File: src/rtl/bpf_pkg.sv
package bpf_pkg;
  localparam int DEF_DATA_W = 16;
  localparam int DEF_COEF_W = 16;
  localparam int DEF_TAPS   = 17;
  localparam int DEF_DECIM  = 8;
  localparam int DEF_DEPTH  = 32;
  localparam int DEF_ACC_W  = 40;

  // field j = tap j = tap 16-j, field 8 = centre
  localparam logic [8:0][15:0] DEF_COEFS = {
    16'sd15000, 16'sd12000, 16'sd0, -16'sd9000, -16'sd10000,
    -16'sd6000, 16'sd0, 16'sd2400, 16'sd600
  };
endpackage

File: src/rtl/bpf_ring.sv
module bpf_ring #(
  parameter int DATA_W = 16,
  parameter int DEPTH  = 32,
  localparam int AW    = $clog2(DEPTH)
) (
  input  logic                     clk_i,
  input  logic                     rst_ni,
  input  logic                     wr_en_i,
  input  logic signed [DATA_W-1:0] wr_data_i,
  output logic [AW-1:0]            wr_ptr_o,
  input  logic [AW-1:0]            rd_a_addr_i,
  input  logic [AW-1:0]            rd_b_addr_i,
  output logic signed [DATA_W-1:0] rd_a_o,
  output logic signed [DATA_W-1:0] rd_b_o
);
  logic signed [DATA_W-1:0] mem_q [DEPTH];
  logic [AW-1:0]            ptr_q;
  logic signed [DATA_W-1:0] halved;

  assign halved = wr_data_i >>> 1;

  always_ff @(posedge clk_i or negedge rst_ni) begin
    if (!rst_ni) begin
      ptr_q <= '0;
      for (int i = 0; i < DEPTH; i++) mem_q[i] <= '0;
    end else if (wr_en_i) begin
      mem_q[ptr_q] <= halved;
      ptr_q        <= ptr_q + 1'b1;
    end
  end

  assign wr_ptr_o = ptr_q;
  assign rd_a_o   = mem_q[rd_a_addr_i];
  assign rd_b_o   = mem_q[rd_b_addr_i];

  p_ptr_wrap_r9: assert property (@(posedge clk_i) disable iff (!rst_ni)
    wr_en_i |=> ptr_q == AW'($past(ptr_q) + 1'b1));

  p_store_half_r2: assert property (@(posedge clk_i) disable iff (!rst_ni)
    wr_en_i |=> mem_q[$past(ptr_q)] == ($past(wr_data_i) >>> 1));
endmodule

File: src/rtl/bpf_phase_ctl.sv
module bpf_phase_ctl #(
  parameter int DECIM     = 8,
  parameter int PHASE_OFS = 0,
  localparam int PW       = (DECIM > 1) ? $clog2(DECIM) : 1
) (
  input  logic clk_i,
  input  logic rst_ni,
  input  logic smp_vld_i,
  output logic trig_o
);
  logic [PW-1:0] phase_q;

  generate
    if ((1 << PW) == DECIM) begin : g_pow2
      always_ff @(posedge clk_i or negedge rst_ni) begin
        if (!rst_ni)        phase_q <= '0;
        else if (smp_vld_i) phase_q <= phase_q + 1'b1;
      end
    end else begin : g_mod
      always_ff @(posedge clk_i or negedge rst_ni) begin
        if (!rst_ni)        phase_q <= '0;
        else if (smp_vld_i) phase_q <= (phase_q == PW'(DECIM - 1)) ? '0 : phase_q + 1'b1;
      end
    end
  endgenerate

  assign trig_o = smp_vld_i && (phase_q == PW'(PHASE_OFS));

  // checker: samples since reset / since last trigger
  logic [PW:0] since_q;
  logic        seen_q;
  always_ff @(posedge clk_i or negedge rst_ni) begin
    if (!rst_ni) begin
      since_q <= '0;
      seen_q  <= 1'b0;
    end else if (smp_vld_i) begin
      if (trig_o) begin
        since_q <= '0;
        seen_q  <= 1'b1;
      end else begin
        since_q <= since_q + 1'b1;
      end
    end
  end

  p_decim_slot_r3: assert property (@(posedge clk_i) disable iff (!rst_ni)
    trig_o |-> (since_q == (seen_q ? (PW+1)'(DECIM - 1) : (PW+1)'(PHASE_OFS))));
endmodule

File: src/rtl/bpf_mac_seq.sv
module bpf_mac_seq #(
  parameter int DATA_W = 16,
  parameter int COEF_W = 16,
  parameter int HALF   = 8,
  parameter int AW     = 5,
  parameter int ACC_W  = 40,
  parameter logic [HALF:0][COEF_W-1:0] COEFS = '0,
  localparam int SW     = $clog2(HALF + 1),
  localparam int OP_W   = DATA_W + 1,
  localparam int PROD_W = COEF_W + OP_W,
  localparam int FRAC   = COEF_W - 1
) (
  input  logic                     clk_i,
  input  logic                     rst_ni,
  input  logic                     start_i,
  input  logic [AW-1:0]            base_i,
  output logic [AW-1:0]            rd_a_addr_o,
  output logic [AW-1:0]            rd_b_addr_o,
  input  logic signed [DATA_W-1:0] rd_a_i,
  input  logic signed [DATA_W-1:0] rd_b_i,
  output logic signed [DATA_W-1:0] res_o,
  output logic                     res_vld_o
);
  localparam logic signed [ACC_W-1:0] SAT_HI = ACC_W'((longint'(1) <<< (DATA_W - 1)) - 1);
  localparam logic signed [ACC_W-1:0] SAT_LO = -SAT_HI - 1;
  localparam logic signed [ACC_W-1:0] RND    = ACC_W'(longint'(1) <<< (FRAC - 1));

  logic                     busy_q, done_q;
  logic [SW-1:0]            step_q;
  logic [AW-1:0]            base_q;
  logic signed [ACC_W-1:0]  acc_q;
  logic signed [OP_W-1:0]   op;
  logic signed [COEF_W-1:0] coef;
  logic signed [PROD_W-1:0] prod;
  logic signed [ACC_W-1:0]  rnd, shf, res_n;
  logic                     last_step;

  assign last_step   = (step_q == SW'(HALF));
  assign rd_a_addr_o = base_q - AW'(step_q);
  assign rd_b_addr_o = base_q - AW'(2 * HALF) + AW'(step_q);

  // centre tap has no partner
  assign op   = last_step ? OP_W'(rd_a_i) : OP_W'(rd_a_i) + OP_W'(rd_b_i);
  assign coef = $signed(COEFS[step_q]);
  assign prod = coef * op;

  assign rnd   = acc_q + RND;
  assign shf   = rnd >>> FRAC;
  assign res_n = (shf > SAT_HI) ? SAT_HI : ((shf < SAT_LO) ? SAT_LO : shf);

  logic unused_hi;
  assign unused_hi = ^res_n[ACC_W-1:DATA_W];

  always_ff @(posedge clk_i or negedge rst_ni) begin
    if (!rst_ni) begin
      busy_q    <= 1'b0;
      done_q    <= 1'b0;
      step_q    <= '0;
      base_q    <= '0;
      acc_q     <= '0;
      res_o     <= '0;
      res_vld_o <= 1'b0;
    end else begin
      res_vld_o <= 1'b0;
      if (start_i) begin
        busy_q <= 1'b1;
        step_q <= '0;
        base_q <= base_i;
        acc_q  <= '0;
      end else if (busy_q) begin
        acc_q <= acc_q + ACC_W'(prod);
        if (last_step) begin
          busy_q <= 1'b0;
          done_q <= 1'b1;
        end else begin
          step_q <= step_q + 1'b1;
        end
      end
      if (done_q) begin
        done_q    <= 1'b0;
        res_o     <= res_n[DATA_W-1:0];
        res_vld_o <= 1'b1;
      end
    end
  end

  p_no_overlap_r10: assert property (@(posedge clk_i) disable iff (!rst_ni)
    start_i |-> !busy_q && !done_q);

  p_nine_steps_r5: assert property (@(posedge clk_i) disable iff (!rst_ni)
    busy_q |-> step_q <= SW'(HALF));

  p_done_follows_r5: assert property (@(posedge clk_i) disable iff (!rst_ni)
    $rose(done_q) |-> $past(busy_q) && $past(step_q) == SW'(HALF));

  p_vld_pulse_r8: assert property (@(posedge clk_i) disable iff (!rst_ni)
    res_vld_o |=> !res_vld_o);

  p_hold_r8: assert property (@(posedge clk_i) disable iff (!rst_ni)
    !res_vld_o |-> $stable(res_o));
endmodule

File: src/rtl/res_bpf_decim.sv
module res_bpf_decim #(
  parameter int DATA_W    = bpf_pkg::DEF_DATA_W,
  parameter int COEF_W    = bpf_pkg::DEF_COEF_W,
  parameter int TAPS      = bpf_pkg::DEF_TAPS,
  parameter int DECIM     = bpf_pkg::DEF_DECIM,
  parameter int DEPTH     = bpf_pkg::DEF_DEPTH,
  parameter int ACC_W     = bpf_pkg::DEF_ACC_W,
  parameter int PHASE_OFS = 0,
  localparam int HALF     = (TAPS - 1) / 2,
  localparam int AW       = $clog2(DEPTH),
  parameter logic [HALF:0][COEF_W-1:0] COEFS = bpf_pkg::DEF_COEFS
) (
  input  logic              clk_i,
  input  logic              rst_ni,
  input  logic              smp_vld_i,
  input  logic [DATA_W-1:0] smp_i,
  output logic              flt_vld_o,
  output logic [DATA_W-1:0] flt_o
);
  logic                     trig;
  logic [AW-1:0]            wr_ptr, rd_a_addr, rd_b_addr;
  logic signed [DATA_W-1:0] rd_a, rd_b, res;

  bpf_phase_ctl #(.DECIM(DECIM), .PHASE_OFS(PHASE_OFS)) i_phase (
    .clk_i, .rst_ni, .smp_vld_i, .trig_o(trig)
  );

  bpf_ring #(.DATA_W(DATA_W), .DEPTH(DEPTH)) i_ring (
    .clk_i, .rst_ni,
    .wr_en_i(smp_vld_i), .wr_data_i($signed(smp_i)), .wr_ptr_o(wr_ptr),
    .rd_a_addr_i(rd_a_addr), .rd_b_addr_i(rd_b_addr),
    .rd_a_o(rd_a), .rd_b_o(rd_b)
  );

  bpf_mac_seq #(
    .DATA_W(DATA_W), .COEF_W(COEF_W), .HALF(HALF), .AW(AW),
    .ACC_W(ACC_W), .COEFS(COEFS)
  ) i_mac (
    .clk_i, .rst_ni,
    .start_i(trig), .base_i(wr_ptr),
    .rd_a_addr_o(rd_a_addr), .rd_b_addr_o(rd_b_addr),
    .rd_a_i(rd_a), .rd_b_i(rd_b),
    .res_o(res), .res_vld_o(flt_vld_o)
  );

  assign flt_o = res;

  p_strobe_gap_r10: assert property (@(posedge clk_i) disable iff (!rst_ni)
    smp_vld_i |=> !smp_vld_i);

  p_reset_quiet_r1: assert property (@(posedge clk_i) disable iff (!rst_ni)
    $rose(rst_ni) |-> !flt_vld_o);
endmodule

File: config.mk
export PLATFORM = sky130hd
export DESIGN_NAME = res_bpf_decim
export DESIGN_NICKNAME = d
export VERILOG_FILES = /design/src/rtl/bpf_pkg.sv /design/src/rtl/bpf_ring.sv /design/src/rtl/bpf_phase_ctl.sv /design/src/rtl/bpf_mac_seq.sv /design/src/rtl/res_bpf_decim.sv
export SDC_FILE = /design/constraint.sdc
export NUM_CORES = 2
export LEC_CHECK = 0
export CORE_AREA = 2 2 282 284
export DETAILED_ROUTE_END_ITERATION = 8
export DIE_AREA = 0 0 284 286
export PLACE_DENSITY = 0.7
export SYNTH_ARGS = -nofsm -noshare
export SYNTH_HDL_FRONTEND = slang
export SYNTH_SLANG_ARGS = --single-unit
File: constraint.sdc
create_clock -name clk_i -period 12.6 [get_ports clk_i]
set_clock_uncertainty 0.15 [all_clocks]
set_input_delay 3.78 -clock clk_i [delete_from_list [all_inputs] [get_ports clk_i]]
set_output_delay 3.78 -clock clk_i [all_outputs]
set_load 0.05 [all_outputs]
After elaboration in Yosys (flattened, before gate mapping). Memories as Yosys holds them, arrays and structs flattened. Cells that the tools add are included.

ROM bits: 256. Logic and storage cells: 95. Flip-flop bits (word level): 588. Memories: 1.

Memories: (no name shown) (words 16, bits a word 16, rd ports 1, clocked after memory_dff 0, wr ports 0, line bpf_mac_seq.sv:44) `assign coef = $signed(COEFS[step_q]);`.

Add/sub/neg operators: 9. Multipliers: 1. Muxes and demuxes: 26. Bitwise gates (word level): 3. $lt $le $gt $ge: 7. Reduce and logical (&&, ||, !) cells: 5. Eq/ne operators: 2.

Operator list (count): bitwise mux 512 bit (1); binary-select mux 16 bit (select 5 bit) (2); two-way mux 16 bit (8); demux 16 bit (select 5 bit) (1); two-way mux 40 bit (2); adder 40 x 16 -> 40 bit, second input constant (1); adder 40 x 33 -> 40 bit (1); multiplier 16 x 17 -> 33 bit (1); > comparator 25 x 16 -> 1 bit, second input constant (1); less-than comparator 25 x 16 -> 1 bit, second input constant (1); greater-or-equal comparator 6 bit, second input constant (3); inverter 5 -> 6 bit (3); adder 16 x 16 -> 17 bit (1); two-way mux 17 bit (1); two-way mux 4 bit (3); two-way mux 1 bit (8); less-than comparator 6 x 1 -> 1 bit, second input constant (1); adder 5 x 1 -> 5 bit, second input constant (1); adder 5 x 4 -> 5 bit (1); less-than comparator 4 x 5 -> 1 bit, second input constant (1); subtractor 5 x 4 -> 5 bit (1); subtractor 5 bit, second input constant (1); adder 4 x 1 -> 4 bit, second input constant (1); == test 4 bit, second input constant (1); other kinds (6) (7).

Longest topological paths before layout.
Word-level depth: 12. Gate-level depth with buffers: 49.

Cells and area by module. From an unflattened synthesis, not the netlist that was laid out.

Cells, all modules: 3906. Area total of the unflattened synthesis: 41353.4 sq um.

By module, submodules not included: bpf_ring (area an instance 26538.0 sq um, times used 1, sequential area each 12136.6 sq um, cells an instance 2178); bpf_mac_seq (area an instance 14670.3 sq um, times used 1, sequential area each 1626.6 sq um, cells an instance 1714); bpf_phase_ctl (area an instance 145.1 sq um, times used 1, sequential area each 75.1 sq um, cells an instance 14).

Worst setup path after synthesis. Ideal clock, no wire load.

Path type: register -> register. Start: register i_mac.step_q[2]. End: register i_mac.acc_q[37]. Data required time: 12.363 ns. Buffers on the path: 4. Setup slack: 1.726 ns. Data arrival time: 10.637 ns. Period minus slack after synthesis: 10.874 ns. Cell stages (with the launch flop): 44. Setup time: 0.087 ns. Cells stage by stage: dfrtp_1 -> clkbuf_1 -> inv_1 -> ha_1 -> buf_6 -> inv_1 -> a21oi_1 -> xnor2_1 -> clkbuf_1 -> buf_2 -> mux4_2 -> o211ai_1 -> o211ai_1 -> ha_1 -> inv_1 -> fa_1 -> nor2b_1 -> o31ai_1 -> (+8 left out) -> fa_1 -> inv_1 -> fa_1 -> fa_1 -> fa_1 -> inv_1 -> fa_1 -> inv_1 -> ha_1 -> a21o_1 -> a21o_1 -> o21a_1 -> nor2_1 -> o21ai_0 -> o31ai_2 -> o21ai_1 -> or4b_1 -> o211ai_1.

Cells in the longest elaborated chain, start to end: 11.

Ends and longest elaborated chain: start: declaration (line bpf_mac_seq.sv:29) `logic [SW-1:0] step_q;`; start signal: assignment (line bpf_mac_seq.sv:76) `step_q <= step_q + 1'b1;`; subtractor 5 x 4 -> 5 bit or adder 5 x 4 -> 5 bit (tied branches) (line bpf_mac_seq.sv:39, bpf_mac_seq.sv:40); inverter 5 -> 6 bit (on tied branches) (line bpf_ring.sv:33, bpf_ring.sv:34); binary-select mux 16 bit (select 5 bit) (on tied branches) (line bpf_ring.sv:33, bpf_ring.sv:34); two-way mux 16 bit (on tied branches) (2 in series) (line bpf_ring.sv:33, bpf_ring.sv:34); adder 16 x 16 -> 17 bit (line bpf_mac_seq.sv:43) `assign op = last_step ? OP_W'(rd_a_i) : OP_W'(rd_a_i) + OP_W'(rd_b_i);`; two-way mux 17 bit (line bpf_mac_seq.sv:43); multiplier 16 x 17 -> 33 bit (*) (line bpf_mac_seq.sv:45) `assign prod = coef * op;`; adder 40 x 33 -> 40 bit (*) (line bpf_mac_seq.sv:71) `acc_q <= acc_q + ACC_W'(prod);`; two-way mux 40 bit (*) (line bpf_mac_seq.sv:70) `end else if (busy_q) begin`; two-way mux 40 bit (*) (line bpf_mac_seq.sv:65) `if (start_i) begin`; end signal: assignment (line bpf_mac_seq.sv:71); end: declaration (line bpf_mac_seq.sv:31) `logic signed [ACC_W-1:0] acc_q;`.

Mark *: on every way between the ends. The rest lies on a longest branch, timed or not. The select of a mux whose other input is x is not followed. A chain may end at the register's enable or synchronous reset.

Worst setup path in the final report.
Start: register i_mac.step_q[0]. End: register i_mac.acc_q[35].

The elaborated chain is that of the path after synthesis.

==> results list <==
- Port Buf Inserts: 34
- In this run, synthesis inferred 0 flip-flops with an integrated enable.
* Ports: 36
- The detailed router placed 35200 vias in this run.
* Cells after Synth: 4204
- Count of different cell masters after synthesis: 108
- H-Tree Depth: 3
- The region available for standard cell placement spans 78400 sq um.
- Net total in the final layout: 4622
* DRC violations left: 0
- Sequential share of the synthesized area: 32.5%
- Crit path max-delay cell type: sky130_fd_sc_hd__dfrtp_1
- The first global-routing pass estimated 220000 microns of wire.
- Detailed placement finished with a half-perimeter wire length of 98700 microns.
- 1st-iter DRT viols: 4237
- Endpoints failing setup: 0
* Largest net degree at the start of global routing: 73
* Highest net fanout along the worst path: 9
- The floorplan step defined a die boundary enclosing 81200 sq um.
* Endpoint class of the critical path: flop
- Dividing the detail-routed via count by the number of cells gives 6.62.
* Setup Crit Path Kind: reg -> reg
- Critical path's most frequent cell: sky130_fd_sc_hd__fa_1
- Outcome: finished, final reports clean
- TritonCTS clock tree: yes
- RSZ-0062 raised after global routing: true
- Kind of start point of the critical path: flop
* Number of hold buffers added after cts: 0
- Final setup margin: 0.526 ns
* Clock latency at the later pin of the worst-skew pair: 0.66 ns
- Arrival time of the worst setup path: 12.37 ns
- Worst stage delay on the critical path: 0.61 ns
- Max-Slew Margin vs Limit: 11.9%
- Dividing the detail-routed wire length by the instance count gives 27.2 microns.
- Req. time, crit path: 12.90 ns
- The number of nets handed over by synthesis was 4613.
* Hold/Removal Path Class: reg -> reg
- Clock-pin slew was measured on the worst setup and hold paths at 0.07 ns.
- In this run the horizontal extent of the chip is 284 microns.
- Top FF cell, synth: sky130_fd_sc_hd__dfrtp_1
- Row Count: 103
* Aggregate global-route resource usage: 35.7%
- Of the cells placed in the final design, the portion with a size suffix greater than 1 is 23.1%.
- The pre-antenna-repair detailed-routing pass consisted of 9 iterations.
- Total wirelength of the detailed-routed design: 145000 microns
- The synthesized netlist occupies a cell area of 42600 sq um.
- OpenSTA, run right after detailed placement, puts the worst setup slack at 0.575 ns.
- For the pin with the worst max-slew slack, the measured transition is 1.32 ns.
- The congestion estimate from routability-driven global placement came to 0.978.
- After synthesis, the share of flip-flops with an asynchronous set or reset is 100%.
* Initial standard-cell utilization of the core: 54.4%
* Peak clock frequency supported by timing: 82.8 MHz
* Height of the die: 286 microns
- Clock Sinks: 553
* Clock buffers created by TritonCTS: 67
- Of the available clock period, the critical path in the final layout requires 95.8%.
- Synthesis inferred 553 register bits.
* Via count of the first global-routing pass: 35400
- Hold Fails Final Rpt: 0
- No sink is reached through more buffers than the 3 on the longest clock path.
- The tool flagged a number of max-cap violations equal to 0.
* Average instance area after synthesis: 10.1 sq um
- Post-detailed-route count of antenna-violating nets: 0
* Initial antenna violation count: 4
- Fin crit period: 12.07 ns
- For this run the aggregate overflow at the end of global routing stands at 0.
* Post-synthesis to final-layout area growth: 10.7%
- Final-report max-slew violation count: 0
- Total number of yosys warnings: 0
- Clock tree synthesis selected as its root buffer the cell sky130_fd_sc_hd__clkbuf_16.
-- state kept, by name, summed over array words and instances (netlist names), 3 cells and up --
| name | flops |
|---|---|
| i_phase.phase_q | 3 |
| i_mac.acc_q | 37 |
| i_mac.step_q | 4 |
| i_mac.res_o | 16 |
| i_ring.mem_q | 480 |
| i_ring.wr_ptr_o | 5 |
| i_mac.base_q | 5 |
-- synthesized netlist by cell type (all sizes together), types with 17 or more instances --
master	count	share of area, %
dfrtp	553	32
mux2	497	13
nand2	387	3.4
inv	373	3.3
fa	255	12
nor2	241	2.2
clkbuf	179	1.6
nand3	154	1.8
o21ai	148	1.8
a21oi	135	1.6
ha	135	4.0
buf	117	1.6
mux2i	95	2.2
mux4	75	4.0
nor3	72	0.93
a31oi	63	0.94
and2	52	0.76
xnor2	51	1.1
nand4	50	0.76
and3	47	0.69
a211oi	38	0.68
a32oi	32	0.66
o21a	31	0.55
o22ai	25	0.37
xor2	25	0.53
a21o	24	0.42
a22oi	23	0.41
nand2b	23	0.34
nor4	23	0.41
o211ai	22	0.39
o2111ai	17	0.35
-- area by class of cell --
cell class / count / area [sq um]
clock buffer: 86 / 1860
fill: 6731 / 31200
tap: 1050 / 1310
timing repair buffer: 235 / 1980
sequential: 553 / 13800
inverter: 378 / 1420
clock inverter: 32 / 534
multi-input combinational: 2978 / 26200
antenna: 2 / 5.00
-- logic make-up (layout without fill, tap and decap cells) --
group / count (synthesis) / count (layout) / synth area share, %
AO/OA/AOI/OAI: 721 / 722 / 11.7
XOR/XNOR: 76 / 76 / 1.62
adder cells (fa/ha/maj): 390 / 390 / 15.9
buffers and inverters: 674 / 731 / 6.46
flip-flops: 553 / 553 / 32.5
multiplexers: 667 / 667 / 19.3
other: 0 / 2 / 0
AND/OR/NAND/NOR: 1123 / 1123 / 12.5
-- cell usage in the layout, fill, tap and decap left out, types with 15 or more instances in the layout --
master and count:
sky130_fd_sc_hd__a211oi_1 36, sky130_fd_sc_hd__a21o_1 24, sky130_fd_sc_hd__a21oi_1 134, sky130_fd_sc_hd__a22oi_1 23
sky130_fd_sc_hd__a31oi_1 62, sky130_fd_sc_hd__a32oi_1 32, sky130_fd_sc_hd__and2_1 52, sky130_fd_sc_hd__and3_1 47
sky130_fd_sc_hd__buf_4 190, sky130_fd_sc_hd__clkbuf_16 67, sky130_fd_sc_hd__clkdlybuf4s50_1 33, sky130_fd_sc_hd__dfrtp_1 552
sky130_fd_sc_hd__fa_1 254, sky130_fd_sc_hd__ha_1 133, sky130_fd_sc_hd__inv_1 371, sky130_fd_sc_hd__mux2_2 495
sky130_fd_sc_hd__mux2i_1 95, sky130_fd_sc_hd__mux4_2 75, sky130_fd_sc_hd__nand2_1 385, sky130_fd_sc_hd__nand2b_1 23
sky130_fd_sc_hd__nand3_1 151, sky130_fd_sc_hd__nand4_1 48, sky130_fd_sc_hd__nor2_1 223, sky130_fd_sc_hd__nor2b_1 15
sky130_fd_sc_hd__nor3_1 64, sky130_fd_sc_hd__nor4_1 17, sky130_fd_sc_hd__o2111ai_1 17, sky130_fd_sc_hd__o211ai_1 22
sky130_fd_sc_hd__o21a_1 30, sky130_fd_sc_hd__o21ai_0 139, sky130_fd_sc_hd__o22ai_1 24, sky130_fd_sc_hd__or2_2 15
sky130_fd_sc_hd__or3_1 16, sky130_fd_sc_hd__xnor2_1 47, sky130_fd_sc_hd__xor2_1 22
-- path summary, 6_finish.rpt --
path | from | endpoint | slack (ns) | depth (start not counted)
max | i_mac.step_q[0] | i_mac.acc_q[35] | 0.53 | 43
min | i_mac.res_o[9] | i_mac.res_o[9] | 0.32 | 1
max reg2reg | i_mac.step_q[0] | i_mac.acc_q[35] | 0.53 | 43
min reg2reg | i_mac.res_o[9] | i_mac.res_o[9] | 0.32 | 1
max in group asynchronous | rst_ni | i_ring.mem_q[200] | 7.19 | 3
min in group asynchronous | rst_ni | i_ring.mem_q[490] | 2.94 | 1
-- through the flow --
step / utilization (%) / hold WS (ns) / std cells / area [sq um] / setup TNS (ns)
final: 60.2 / 0.324 / 5314 / 47200 / 0
after global routing: 60.2 / 0.344 / 5313 / 47200 / -0.0000808
after CTS: 60.1 / 0.329 / 5307 / 47100 / 0
after detailed placement: 57.0 / 0.316 / 5189 / 44700 / 0
after global placement: 57.0 / 0.311 / 5189 / 44700 / 0
after floorplan: - / 0.202 / 4204 / 42600 / 0
-- repair_timing --
action                                 4_1_cts  5_1_grt
setup endpoints to repair                    0        7
gates resized for setup                      0        7
endpoints found under the hold margin        0        0
buffers inserted                             0        4
-- per-layer routing --
metal	share of wire (%)	track usage, %
met4	7.7	22.1
met5	0.0069	0
met3	12	10.3
met2	43	54.1
met1	37	45.3
-- worst max-delay path, delay by kind of cell, from the launching register on --
family          cells  cell delay (ns)
simple gates        7             1.37
xor+xnor            2             0.66
fa+ha+maj          11             4.70
mux                 1             0.23
flops               1             0.61
buf+inv             7             0.76
compound gates     15             3.41
Power is not shown: default switching activity piles up to over one toggle a cycle in this logic, so the estimate is an artifact.
